--- config.mk ---
export PLATFORM = sky130hd
export DESIGN_NAME = serial_adc_responder
export DESIGN_NICKNAME = d
export VERILOG_FILES = /design/src/rtl/sadc_pkg.sv /design/src/rtl/sadc_edge.sv /design/src/rtl/sadc_power.sv /design/src/rtl/sadc_shift.sv /design/src/rtl/serial_adc_responder.sv
export SDC_FILE = /design/constraint.sdc
export NUM_CORES = 1
export LEC_CHECK = 0
export BUFFER_PORTS_ARGS = -buffer_cell sky130_fd_sc_hd__buf_2
export CORE_UTILIZATION = 55
export CTS_CLUSTER_SIZE = 20
export DETAILED_ROUTE_END_ITERATION = 16
export PLACE_DENSITY = 0.73
export SYNTH_ARGS = -nofsm -noshare
export SYNTH_HDL_FRONTEND = slang
export SYNTH_SLANG_ARGS = --single-unit
export TNS_END_PERCENT = 5
--- constraint.sdc ---
create_clock -name clk -period 6.5 [get_ports clk]
set_input_delay 0.65 -clock clk [delete_from_list [all_inputs] [get_ports clk]]
set_output_delay 0.65 -clock clk [all_outputs]
set_load 0.005 [all_outputs]
--- src/rtl/sadc_pkg.sv ---
package sadc_pkg;

  typedef enum logic [1:0] {
    PM_ACTIVE = 2'd0,
    PM_LIGHT  = 2'd1,
    PM_DEEP   = 2'd2,
    PM_SETTLE = 2'd3
  } pm_mode_e;

  localparam int unsigned PULSE_W = 3;
  typedef logic [PULSE_W-1:0] pulse_cnt_t;

  localparam pulse_cnt_t LIGHT_PULSES = pulse_cnt_t'(2);
  localparam pulse_cnt_t DEEP_PULSES  = pulse_cnt_t'(4);

  // Saturating increment for the mode-select pulse counter.
  function automatic pulse_cnt_t pulse_bump(input pulse_cnt_t c);
    return (c == '1) ? c : c + pulse_cnt_t'(1);
  endfunction

  function automatic logic pulses_pick_light(input pulse_cnt_t c);
    return c == LIGHT_PULSES;
  endfunction

  function automatic logic pulses_pick_deep(input pulse_cnt_t c);
    return c == DEEP_PULSES;
  endfunction

  // Conversions may start only while awake (settled or settling).
  function automatic logic mode_accepts_start(input pm_mode_e m);
    return (m == PM_ACTIVE) || (m == PM_SETTLE);
  endfunction

endpackage

--- src/rtl/sadc_edge.sv ---
module sadc_edge #(
  parameter bit RISING = 1'b1
) (
  input  logic clk,
  input  logic rst_n,
  input  logic sig_i,
  output logic edge_o
);

  logic prev_q;

  always_ff @(posedge clk or negedge rst_n) begin
    if (!rst_n) prev_q <= 1'b0;
    else        prev_q <= sig_i;
  end

  if (RISING) begin : g_rise
    assign edge_o = sig_i & ~prev_q;
  end else begin : g_fall
    assign edge_o = ~sig_i & prev_q;
  end

endmodule

--- src/rtl/sadc_power.sv ---
module sadc_power
  import sadc_pkg::*;
#(
  parameter int unsigned SETTLE_CYCLES = 250000
) (
  input  logic     clk,
  input  logic     rst_n,
  input  logic     sclk_lvl_i,
  input  logic     sclk_rise_i,
  input  logic     conv_fall_i,
  output pm_mode_e mode_o,
  output logic     ready_o,
  output logic     sleep_evt_o
);

  localparam int unsigned SETTLE_W = $clog2(SETTLE_CYCLES + 1);
  localparam logic [SETTLE_W-1:0] SETTLE_LAST = SETTLE_W'(SETTLE_CYCLES - 1);

  pm_mode_e            mode_q, mode_d;
  logic                ready_q, ready_d;
  logic [SETTLE_W-1:0] settle_q, settle_d;
  pulse_cnt_t          pulse_q, pulse_d;

  // Named events for the checks below.
  logic counted_fall, light_hit, deep_hit, wake_evt, settle_done;

  assign counted_fall = conv_fall_i & ~sclk_lvl_i;
  assign light_hit    = counted_fall & pulses_pick_light(pulse_d);
  assign deep_hit     = counted_fall & pulses_pick_deep(pulse_d);
  assign wake_evt     = sclk_rise_i & ((mode_q == PM_LIGHT) | (mode_q == PM_DEEP));
  assign settle_done  = (mode_q == PM_SETTLE) & (settle_q == SETTLE_LAST);

  always_comb begin
    pulse_d = pulse_q;
    if (sclk_rise_i)       pulse_d = '0;
    else if (counted_fall) pulse_d = pulse_bump(pulse_q);
  end

  always_comb begin
    mode_d      = mode_q;
    ready_d     = ready_q;
    settle_d    = settle_q;
    sleep_evt_o = 1'b0;
    unique case (mode_q)
      PM_ACTIVE, PM_SETTLE: begin
        if (deep_hit) begin
          mode_d      = PM_DEEP;
          ready_d     = 1'b0;
          settle_d    = '0;
          sleep_evt_o = 1'b1;
        end else if (light_hit) begin
          mode_d      = PM_LIGHT;
          sleep_evt_o = 1'b1;
        end else if (settle_done) begin
          mode_d   = PM_ACTIVE;
          ready_d  = 1'b1;
          settle_d = '0;
        end else if (mode_q == PM_SETTLE) begin
          settle_d = settle_q + SETTLE_W'(1);
        end
      end
      PM_LIGHT: begin
        if (deep_hit) begin
          mode_d   = PM_DEEP;
          ready_d  = 1'b0;
          settle_d = '0;
        end else if (sclk_rise_i) begin
          mode_d = ready_q ? PM_ACTIVE : PM_SETTLE;
        end
      end
      PM_DEEP: begin
        if (sclk_rise_i) begin
          mode_d   = PM_SETTLE;
          settle_d = '0;
        end
      end
      default: mode_d = PM_ACTIVE;
    endcase
  end

  always_ff @(posedge clk or negedge rst_n) begin
    if (!rst_n) begin
      mode_q   <= PM_ACTIVE;
      ready_q  <= 1'b1;
      settle_q <= '0;
      pulse_q  <= '0;
    end else begin
      mode_q   <= mode_d;
      ready_q  <= ready_d;
      settle_q <= settle_d;
      pulse_q  <= pulse_d;
    end
  end

  assign mode_o  = mode_q;
  assign ready_o = ready_q;

  assert_pulse_clear_R8: assert property (@(posedge clk) disable iff (!rst_n)
    sclk_rise_i |=> (pulse_q == '0));

  assert_odd_count_R8: assert property (@(posedge clk) disable iff (!rst_n)
    (mode_q == PM_ACTIVE && sclk_rise_i) |=> (mode_q == PM_ACTIVE));

  assert_light_entry_R6: assert property (@(posedge clk) disable iff (!rst_n)
    (mode_q == PM_ACTIVE && counted_fall && pulse_q == pulse_cnt_t'(1)) |=> (mode_q == PM_LIGHT));

  assert_deep_entry_R7: assert property (@(posedge clk) disable iff (!rst_n)
    (counted_fall && pulse_q == pulse_cnt_t'(3)) |=> (mode_q == PM_DEEP && !ready_q));

  assert_light_wake_R9: assert property (@(posedge clk) disable iff (!rst_n)
    (mode_q == PM_LIGHT && sclk_rise_i && ready_q) |=> (mode_q == PM_ACTIVE && ready_q));

  assert_deep_wake_R10: assert property (@(posedge clk) disable iff (!rst_n)
    (mode_q == PM_DEEP && sclk_rise_i) |=> (mode_q == PM_SETTLE && settle_q == '0));

  assert_not_ready_R10: assert property (@(posedge clk) disable iff (!rst_n)
    (mode_q == PM_DEEP || mode_q == PM_SETTLE) |-> !ready_q);

  assert_settle_bound_R10: assert property (@(posedge clk) disable iff (!rst_n)
    (mode_q == PM_SETTLE) |-> (settle_q <= SETTLE_LAST));

  assert_settle_exit_R10: assert property (@(posedge clk) disable iff (!rst_n)
    (settle_done && !counted_fall) |=> (mode_q == PM_ACTIVE && ready_q));

endmodule

--- src/rtl/sadc_shift.sv ---
module sadc_shift #(
  parameter int unsigned DATA_W    = 12,
  parameter int unsigned CONV_CLKS = 16,
  parameter int unsigned MIN_GAP   = 4
) (
  input  logic              clk,
  input  logic              rst_n,
  input  logic              start_ok_i,
  input  logic              ready_i,
  input  logic              conv_rise_i,
  input  logic              sclk_rise_i,
  input  logic              abort_i,
  input  logic [DATA_W-1:0] sample_i,
  output logic              sdo_o,
  output logic              oe_o,
  output logic              busy_o
);

  localparam int unsigned FRAME_W = DATA_W + 1;
  localparam int unsigned RISE_W  = $clog2(CONV_CLKS + 1);
  localparam int unsigned GAP_W   = $clog2(MIN_GAP + 2);
  localparam logic [RISE_W-1:0] RISE_LAST = RISE_W'(CONV_CLKS - 1);
  localparam logic [GAP_W-1:0]  GAP_MIN   = GAP_W'(MIN_GAP);

  // Frame loaded at start: flag then sample, or all zeros when not ready.
  function automatic logic [FRAME_W-1:0] frame_word(input logic rdy, input logic [DATA_W-1:0] s);
    return rdy ? {1'b1, s} : '0;
  endfunction

  logic               busy_q, oe_q, sdo_q;
  logic [FRAME_W-1:0] shreg_q;
  logic [RISE_W-1:0]  rise_q;
  logic [GAP_W-1:0]   gap_q;

  logic start_evt, early_skip, counted, done_evt;

  assign start_evt  = conv_rise_i & start_ok_i & ~busy_q;
  assign early_skip = busy_q & sclk_rise_i & (rise_q == '0) & (gap_q < GAP_MIN);
  assign counted    = busy_q & sclk_rise_i & ~early_skip;
  assign done_evt   = counted & (rise_q == RISE_LAST);

  always_ff @(posedge clk or negedge rst_n) begin
    if (!rst_n) begin
      busy_q  <= 1'b0;
      oe_q    <= 1'b0;
      sdo_q   <= 1'b0;
      shreg_q <= '0;
      rise_q  <= '0;
      gap_q   <= '0;
    end else if (abort_i) begin
      busy_q <= 1'b0;
      oe_q   <= 1'b0;
      sdo_q  <= 1'b0;
      rise_q <= '0;
    end else if (start_evt) begin
      busy_q  <= 1'b1;
      shreg_q <= frame_word(ready_i, sample_i);
      rise_q  <= '0;
      gap_q   <= '0;
    end else begin
      if (busy_q && gap_q < GAP_MIN) gap_q <= gap_q + GAP_W'(1);
      if (done_evt) begin
        busy_q <= 1'b0;
        oe_q   <= 1'b0;
        sdo_q  <= 1'b0;
        rise_q <= '0;
      end else if (counted) begin
        rise_q  <= rise_q + RISE_W'(1);
        oe_q    <= 1'b1;
        sdo_q   <= shreg_q[FRAME_W-1];
        shreg_q <= {shreg_q[FRAME_W-2:0], 1'b0};
      end
    end
  end

  assign sdo_o  = sdo_q;
  assign oe_o   = oe_q;
  assign busy_o = busy_q;

  assert_hiz_idle_R3: assert property (@(posedge clk) disable iff (!rst_n)
    !busy_q |-> (!oe_q && !sdo_q));

  assert_no_restart_R1: assert property (@(posedge clk) disable iff (!rst_n)
    (busy_q && conv_rise_i && !sclk_rise_i && !abort_i) |=> ($stable(rise_q) && $stable(shreg_q) && busy_q));

  assert_hold_frame_R5: assert property (@(posedge clk) disable iff (!rst_n)
    (busy_q && !counted && !abort_i) |=> $stable(shreg_q));

  assert_zero_frame_R11: assert property (@(posedge clk) disable iff (!rst_n)
    (start_evt && !abort_i && !ready_i) |=> (shreg_q == '0));

  assert_early_skip_R4: assert property (@(posedge clk) disable iff (!rst_n)
    (early_skip && !abort_i) |=> (rise_q == '0 && !oe_q && busy_q));

  assert_first_bit_R2: assert property (@(posedge clk) disable iff (!rst_n)
    (counted && rise_q == '0 && !abort_i) |=> oe_q);

  assert_frame_end_R2: assert property (@(posedge clk) disable iff (!rst_n)
    done_evt |=> (!busy_q && !oe_q));

endmodule

--- src/rtl/serial_adc_responder.sv ---
module serial_adc_responder
  import sadc_pkg::*;
#(
  parameter int unsigned DATA_W        = 12,
  parameter int unsigned CONV_CLKS     = 16,
  parameter int unsigned MIN_GAP       = 4,
  parameter int unsigned SETTLE_CYCLES = 250000
) (
  input  logic              clk,
  input  logic              rst_n,
  input  logic              sclk_in,
  input  logic              conv_in,
  input  logic [DATA_W-1:0] smp_in,
  output logic              sdo,
  output logic              sdo_oe
);

  localparam int unsigned N_EDGES = 3;
  // Edge taps: 0 = serial clock rise, 1 = convert rise, 2 = convert fall.
  localparam bit [N_EDGES-1:0] TAP_RISING = 3'b011;

  logic [N_EDGES-1:0] tap_src, tap_evt;
  assign tap_src = {conv_in, conv_in, sclk_in};

  for (genvar gi = 0; gi < N_EDGES; gi++) begin : g_tap
    sadc_edge #(.RISING(TAP_RISING[gi])) u_edge (
      .clk    (clk),
      .rst_n  (rst_n),
      .sig_i  (tap_src[gi]),
      .edge_o (tap_evt[gi])
    );
  end

  logic     sclk_rise, conv_rise, conv_fall;
  pm_mode_e mode;
  logic     ready, sleep_evt, busy, start_ok;

  assign sclk_rise = tap_evt[0];
  assign conv_rise = tap_evt[1];
  assign conv_fall = tap_evt[2];
  assign start_ok  = mode_accepts_start(mode);

  sadc_power #(.SETTLE_CYCLES(SETTLE_CYCLES)) u_power (
    .clk         (clk),
    .rst_n       (rst_n),
    .sclk_lvl_i  (sclk_in),
    .sclk_rise_i (sclk_rise),
    .conv_fall_i (conv_fall),
    .mode_o      (mode),
    .ready_o     (ready),
    .sleep_evt_o (sleep_evt)
  );

  sadc_shift #(
    .DATA_W    (DATA_W),
    .CONV_CLKS (CONV_CLKS),
    .MIN_GAP   (MIN_GAP)
  ) u_shift (
    .clk         (clk),
    .rst_n       (rst_n),
    .start_ok_i  (start_ok),
    .ready_i     (ready),
    .conv_rise_i (conv_rise),
    .sclk_rise_i (sclk_rise),
    .abort_i     (sleep_evt),
    .sample_i    (smp_in),
    .sdo_o       (sdo),
    .oe_o        (sdo_oe),
    .busy_o      (busy)
  );

  assert_sleep_idle_R6: assert property (@(posedge clk) disable iff (!rst_n)
    (mode == PM_LIGHT || mode == PM_DEEP) |-> (!busy && !sdo_oe));

  assert_sleep_no_start_R6: assert property (@(posedge clk) disable iff (!rst_n)
    ((mode == PM_LIGHT || mode == PM_DEEP) && conv_rise) |=> !busy);

endmodule

== Word level (Yosys, flattened, before mapping) ==
Cells that the tools add are included.
Storage, ports and cells
  bits of input ports: 16
  ROM bits: 0
  RAM bits: 0
  bits in latches: 0
  bits in registers: 50
  logic and storage cells: 119
  memories kept: 0
  output and inout bits: 2
Operators by class
  bitwise operators: 21
  $add $sub $neg: 4
  $lt $le $gt $ge: 1
  eq/ne operators: 17
  multipliers: 0
  div/mod/pow operators: 0
  shift operators: 0
  mux-type cells: 47
  reduce and logical (&&, ||, !) cells: 17
Operators with widths (number)
  $mux W18: 6
  $pmux W18 S3: 1
  $mux W13: 4
  $mux W5: 4
  $add A18 B1 Y18 const B: 1
  $eq A18 B18 Y1 const B: 1
  $mux W1: 18
  $mux W3: 5
  $and A1 B1 Y1: 14
  $mux W2: 7
  $reduce_and A4 Y1: 2
  $not A1 Y1: 7
  $add A3 B1 Y3 const B: 2
  $eq A3 B3 Y1 const B: 2
  $ne A2 B1 Y1 const B: 3
  $ne A3 B1 Y1 const B: 2
  $pmux W2 S3: 1
  $reduce_and A3 Y1: 2
  $reduce_bool A2 Y1: 3
  $reduce_bool A3 Y1: 2
  $add A5 B1 Y5 const B: 1
  $eq A5 B4 Y1 const B: 1
  $logic_not A5 Y1: 1
  $eq A2 B2 Y1 const B: 2
  other kinds (14): 15

== Logic depth before layout (Yosys ltp) ==
  depth in word-level cells: 12
  mapped depth: 9

== Cells and area by module ==
A second synthesis with hierarchy kept.
Unflattened totals
  cells, all modules: 306
  area total of the unflattened synthesis: 2911.5 um^2
Modules (own cells, without submodules)
  sadc_power: times used 1, cells an instance 170, area each 1492.7 um^2
  sadc_shift: times used 1, cells an instance 129, area each 1293.7 um^2
  sadc_edge: times used 3, cells an instance 2, area each 38.8 um^2
  serial_adc_responder: times used 1, cells an instance 1, area each 8.8 um^2

== Worst setup path before layout ==
No wires, ideal clock.
  kind: input to register
  from: in sclk_in
  to: reg u_power.settle_q[1]
  data required time: 6.375 ns
  stages: 5
  setup slack: 4.114 ns
  arrival: 2.261 ns
  cells stage by stage: or3b_1 -> a2111oi_2 -> nor2_2 -> a31oi_4 -> mux2_4
Between the ends
  longest elaborated chain between the ends: 8
  elaborated cells on any way between the ends: 16
  classes of those cells: eq/ne (6); mux (4); bitwise (5); reduce/logical (1)
RTL lines
  start, declared: line serial_adc_responder.sv:11  | input logic sclk_in,
  $not A1 Y1: line sadc_power.sv:27  | assign counted_fall = conv_fall_i & ~sclk_lvl_i;
  $and A1 B1 Y1: line sadc_power.sv:27
  $mux W3: line sadc_power.sv:36  | else if (counted_fall) pulse_d = pulse_bump(pulse_q);
  $mux W3: line sadc_power.sv:35  | if (sclk_rise_i) pulse_d = '0;
  $eq A3 B3 Y1 / $eq A3 B2 Y1 (equally long branches): line sadc_pkg.sv:26, sadc_pkg.sv:22
  $and A1 B1 Y1 (on tied branches): line sadc_power.sv:29, sadc_power.sv:28
  $ne A4 B2 Y1 (no source line), or another cell as far along
  $reduce_and A4 Y1 (no source line) / $pmux W18 S3 (equally long branches)
  end signal, assigned: line sadc_power.sv:90  | settle_q <= settle_d;
  end, declared: line sadc_power.sv:21  | logic [SETTLE_W-1:0] settle_q, settle_d;
Several ways; a longest one is shown, not always the timed one.
A chain may end at the register's enable or synchronous reset.

== Final worst setup path ==
  from: reg u_power.settle_q[11]
  to: reg u_power.mode_q[0], in the netlist u_power.mode_o[0]
Between the ends
  longest elaborated chain between the ends: 4
RTL lines
  $eq A18 B18 Y1: line sadc_power.sv:31  | assign settle_done = (mode_q == PM_SETTLE) & (settle_q == SETTLE_LAST);
  $and A1 B1 Y1: line sadc_power.sv:31
  $ne A4 B1 Y1 (no source line)
  $reduce_and A3 Y1 (no source line)
  end signal, assigned: line sadc_power.sv:88  | mode_q <= mode_d;
  end, declared: line sadc_power.sv:19  | pm_mode_e mode_q, mode_d;
No other way between the ends.

==> qor.yml <==
nets: 328
cts_hold_buffers: 0
drcViolationCount: 0
grt_pass1_wl_mm: 10.16
synthArstFlopShare_pct: 100.0
synthAdderAreaFrac_pct: 3.876
max_slew_margin_pct: 51.50
grt_max_degree: 51
numCtsBuffers: 5
gp_congestion: 0.7634
fin_setup_tns_ps: 0
grt-ovfl-total: 0
clk_pin_slew_ps: 100
rows: 26
io_buffer_count: 17
hold_violations: 0
cp_max_fo: 16
die_area_sq_mm: 0.005577
ir_worst_vdd_mv: 0.1774
clk_latency_ps: 320
dr.max_layer_used: "met4"
fp.dieW_um: 74.68
placedCellCount: 366
yosysWarnings: 0
cts_max_level: 2
antenna_found_initial: 0
clk_path_buf_depth: 2
dp_hpwl_mm: 3.865
hold_path.class: "in -> async"
fin_util_pct: 62.35
num_io_pins: 18
maxCapViolations: 0
synthMuxAreaShare_pct: 5.814
status: "complete, no violations"
synthSimpleGateAreaFrac_pct: 20.46
path_class: "reg -> reg"
die_y_um: 74.68
clkSinkCount: 50
worstPathRequired_ps: 6700
post-route-period-util_pct: 41.88
clockRootBuffer: "clkbuf_8"
antenna_left: 0
power_per_cell_area_mw_per_mm2: 284.0
reg2reg_setup_slack_ps: 3780
post_cts_buffers: 0
slowest_delay_ps: 550
fmax_mhz: 367.4
reg2reg_to: "u_power.mode_o[0]$_DFFE_PN0P_"
fin_crit_ps: 2722
synth_compound_area_share_pct: 20.59
netlist_area_sq_mm: 0.002905
r2r_cells: 5
cts_resized: 0
ys_seq_elements: 50
dr.pass1.iters: 4
diodes: 0
start_util_pct: 56.88
fin_cells: 374
worstPathCellList: "or4b_1, nor4_2, nand2_1, a32oi_2, mux2_2"
worst_pin_slew_ps: 721.4
rr_startpoint: "u_power.settle_q[11]$_DFFE_PN0P_"
synth-xor-area-share_pct: 0.9044
synth_top_family_by_area: "compound AO/OA/AOI/OAI gates"
wire_per_inst_um: 15.47
netlist_instances: 287
syn_nets: 312
ys_types: 58
end_kind: "register"
cp_slowest_cell: "or4b_1"
slew_viol_final: 0
yosysSeqAreaShare_pct: 43.11
core_sq_mm: 0.005107
vias: 2285
wl_met2_mm: 2.649
areaGrowthSynthToFinish_pct: 9.604
drt_wl_total_mm: 5.786
vias_per_cell: 6.110
setup_viol: 0
grt_pass1_vias: 2128
drive_above_1_share_pct: 17.76
gr-usage-all-layers_pct: 23.92
syn_avg_cell_area_sq_um: 10.12
p_leak_nw: 1.388
m1WireLength_mm: 2.852
final.setup.worst_slack_ps: 3778
met3_length_um: 213
first_iter_violations: 184
synth_edf_count: 0
ys.flop_type: "dfrtp_1"
rsz0062_at_grt: "false"
start_kind: "register"
pre_cts_ws_ps: 3510
fin_skew_ps: 6.762
critPathArrivalTime_ps: 2920
cts_tree: "built"
[placed cells by master (no fill, tap or decap), drive strengths merged, types with 5 or more instances in the layout]
cell and n:
a31oi 8, nor2 11, nand3 23, dfrtp 49, o21ai 15, and3 5, clkbuf 6, nand2 27
ha 9, buf 20, inv 22, or3 6, o2111ai 5, mux2i 12, o221ai 14, nand4 8
[worst max-delay path: cells and delay by family, from the launching register on]
| kind | cells | cell delay, ps |
|---|---|---|
| DFF | 1 | 450 |
| and+or+nand+nor | 3 | 1390 |
| AOI/OAI and AO/OA | 1 | 410 |
| muxes | 1 | 360 |
[metrics by stage]
| step | area (sq um) | hold slack [ps] | power (mW) |
|---|---|---|---|
| after global placement | 3042 | 454.7 | 0.6304 |
| after floorplan | 2905 | 354.4 | 0.5822 |
| after global routing | 3184 | 491.2 | 0.9599 |
| after detailed placement | 3042 | 461.4 | 0.6375 |
| final | 3184 | 433.5 | 0.9044 |
| after CTS | 3184 | 459.9 | 0.9125 |
[synthesized netlist by cell type, types with 3 or more instances]
library cell,count,share of area (%)
dfrtp_1,49,42
nand2_1,27,3.5
nand3_1,23,4.0
inv_1,22,2.8
o21ai_0,15,2.6
mux2i_1,12,4.1
nor2_1,10,1.3
ha_1,9,3.9
nand4_1,8,1.7
a31oi_1,7,1.5
o221ai_1,7,2.1
o221ai_2,7,3.6
or3_1,6,1.3
and3_1,5,1.1
clkbuf_1,5,0.65
o2111ai_1,5,1.5
a21oi_1,4,0.69
and2_1,4,0.86
a2111oi_2,3,1.6
a22o_1,3,0.90
buf_6,3,1.2
or4b_1,3,1.0
[per-layer routing]
layer,global-route usage (%),vias to the layer above
li1,-,1126
met1,34.03,1119
met2,36.54,33
met3,4.150,7
met4,9.434,0
met5,0,-
[kinds of logic after synthesis]
family	Yosys count
AND/OR/NAND/NOR	107
AO/OA/AOI/OAI	69
flip-flops	50
buffers and inverters	33
multiplexers	16
adder cells (fa/ha/maj)	9
XOR/XNOR	3
[registers in the layout, indices dropped and copies added, names as in the netlist]
name / count
u_power.mode_o: 2
u_power.settle_q: 18
u_shift.busy_o: 1
u_shift.oe_o: 1
u_shift.gap_q: 3
u_shift.sdo_o: 1
u_power.ready_o: 1
u_shift.rise_q: 5
u_power.pulse_q: 3
u_shift.shreg_q: 13
g_tap.u_edge.prev_q: 2
[worst max-delay path by stage]
| stage | from | endpoint | slack [ps] |
|---|---|---|---|
| after floorplan | sclk_in | u_power.settle_q[1]$_DFFE_PN0P_ | 4110 |
| after global placement | sclk_in | u_power.settle_q[1]$_DFFE_PN0P_ | 3540 |
| after detailed placement | sclk_in | u_power.settle_q[1]$_DFFE_PN0P_ | 3510 |
| after CTS | u_power.settle_q[11]$_DFFE_PN0P_ | u_power.mode_o[0]$_DFFE_PN0P_ | 3830 |
| after global routing | u_power.mode_o[0]$_DFFE_PN0P_ | u_power.settle_q[8]$_DFFE_PN0P_ | 3580 |
| final | u_power.settle_q[11]$_DFFE_PN0P_ | u_power.mode_o[0]$_DFFE_PN0P_ | 3780 |
[report_power, final]
part | switching (mW) | internal, mW
clock network | 0.109 | 0.164
registers | 0.0562 | 0.382
logic | 0.0945 | 0.0983
total | 0.260 | 0.645
[area by class of cell]
class                   count  area (sq um)
fillers                   428          1923
well taps                  70         87.58
multi-input cells         204          1511
inverters                  22         82.58
repair buffers             20         107.6
flip-flops and latches     50          1252
clock inverters             2         60.06
clock buffers               6         82.58
(Power assumes the default switching activity.)
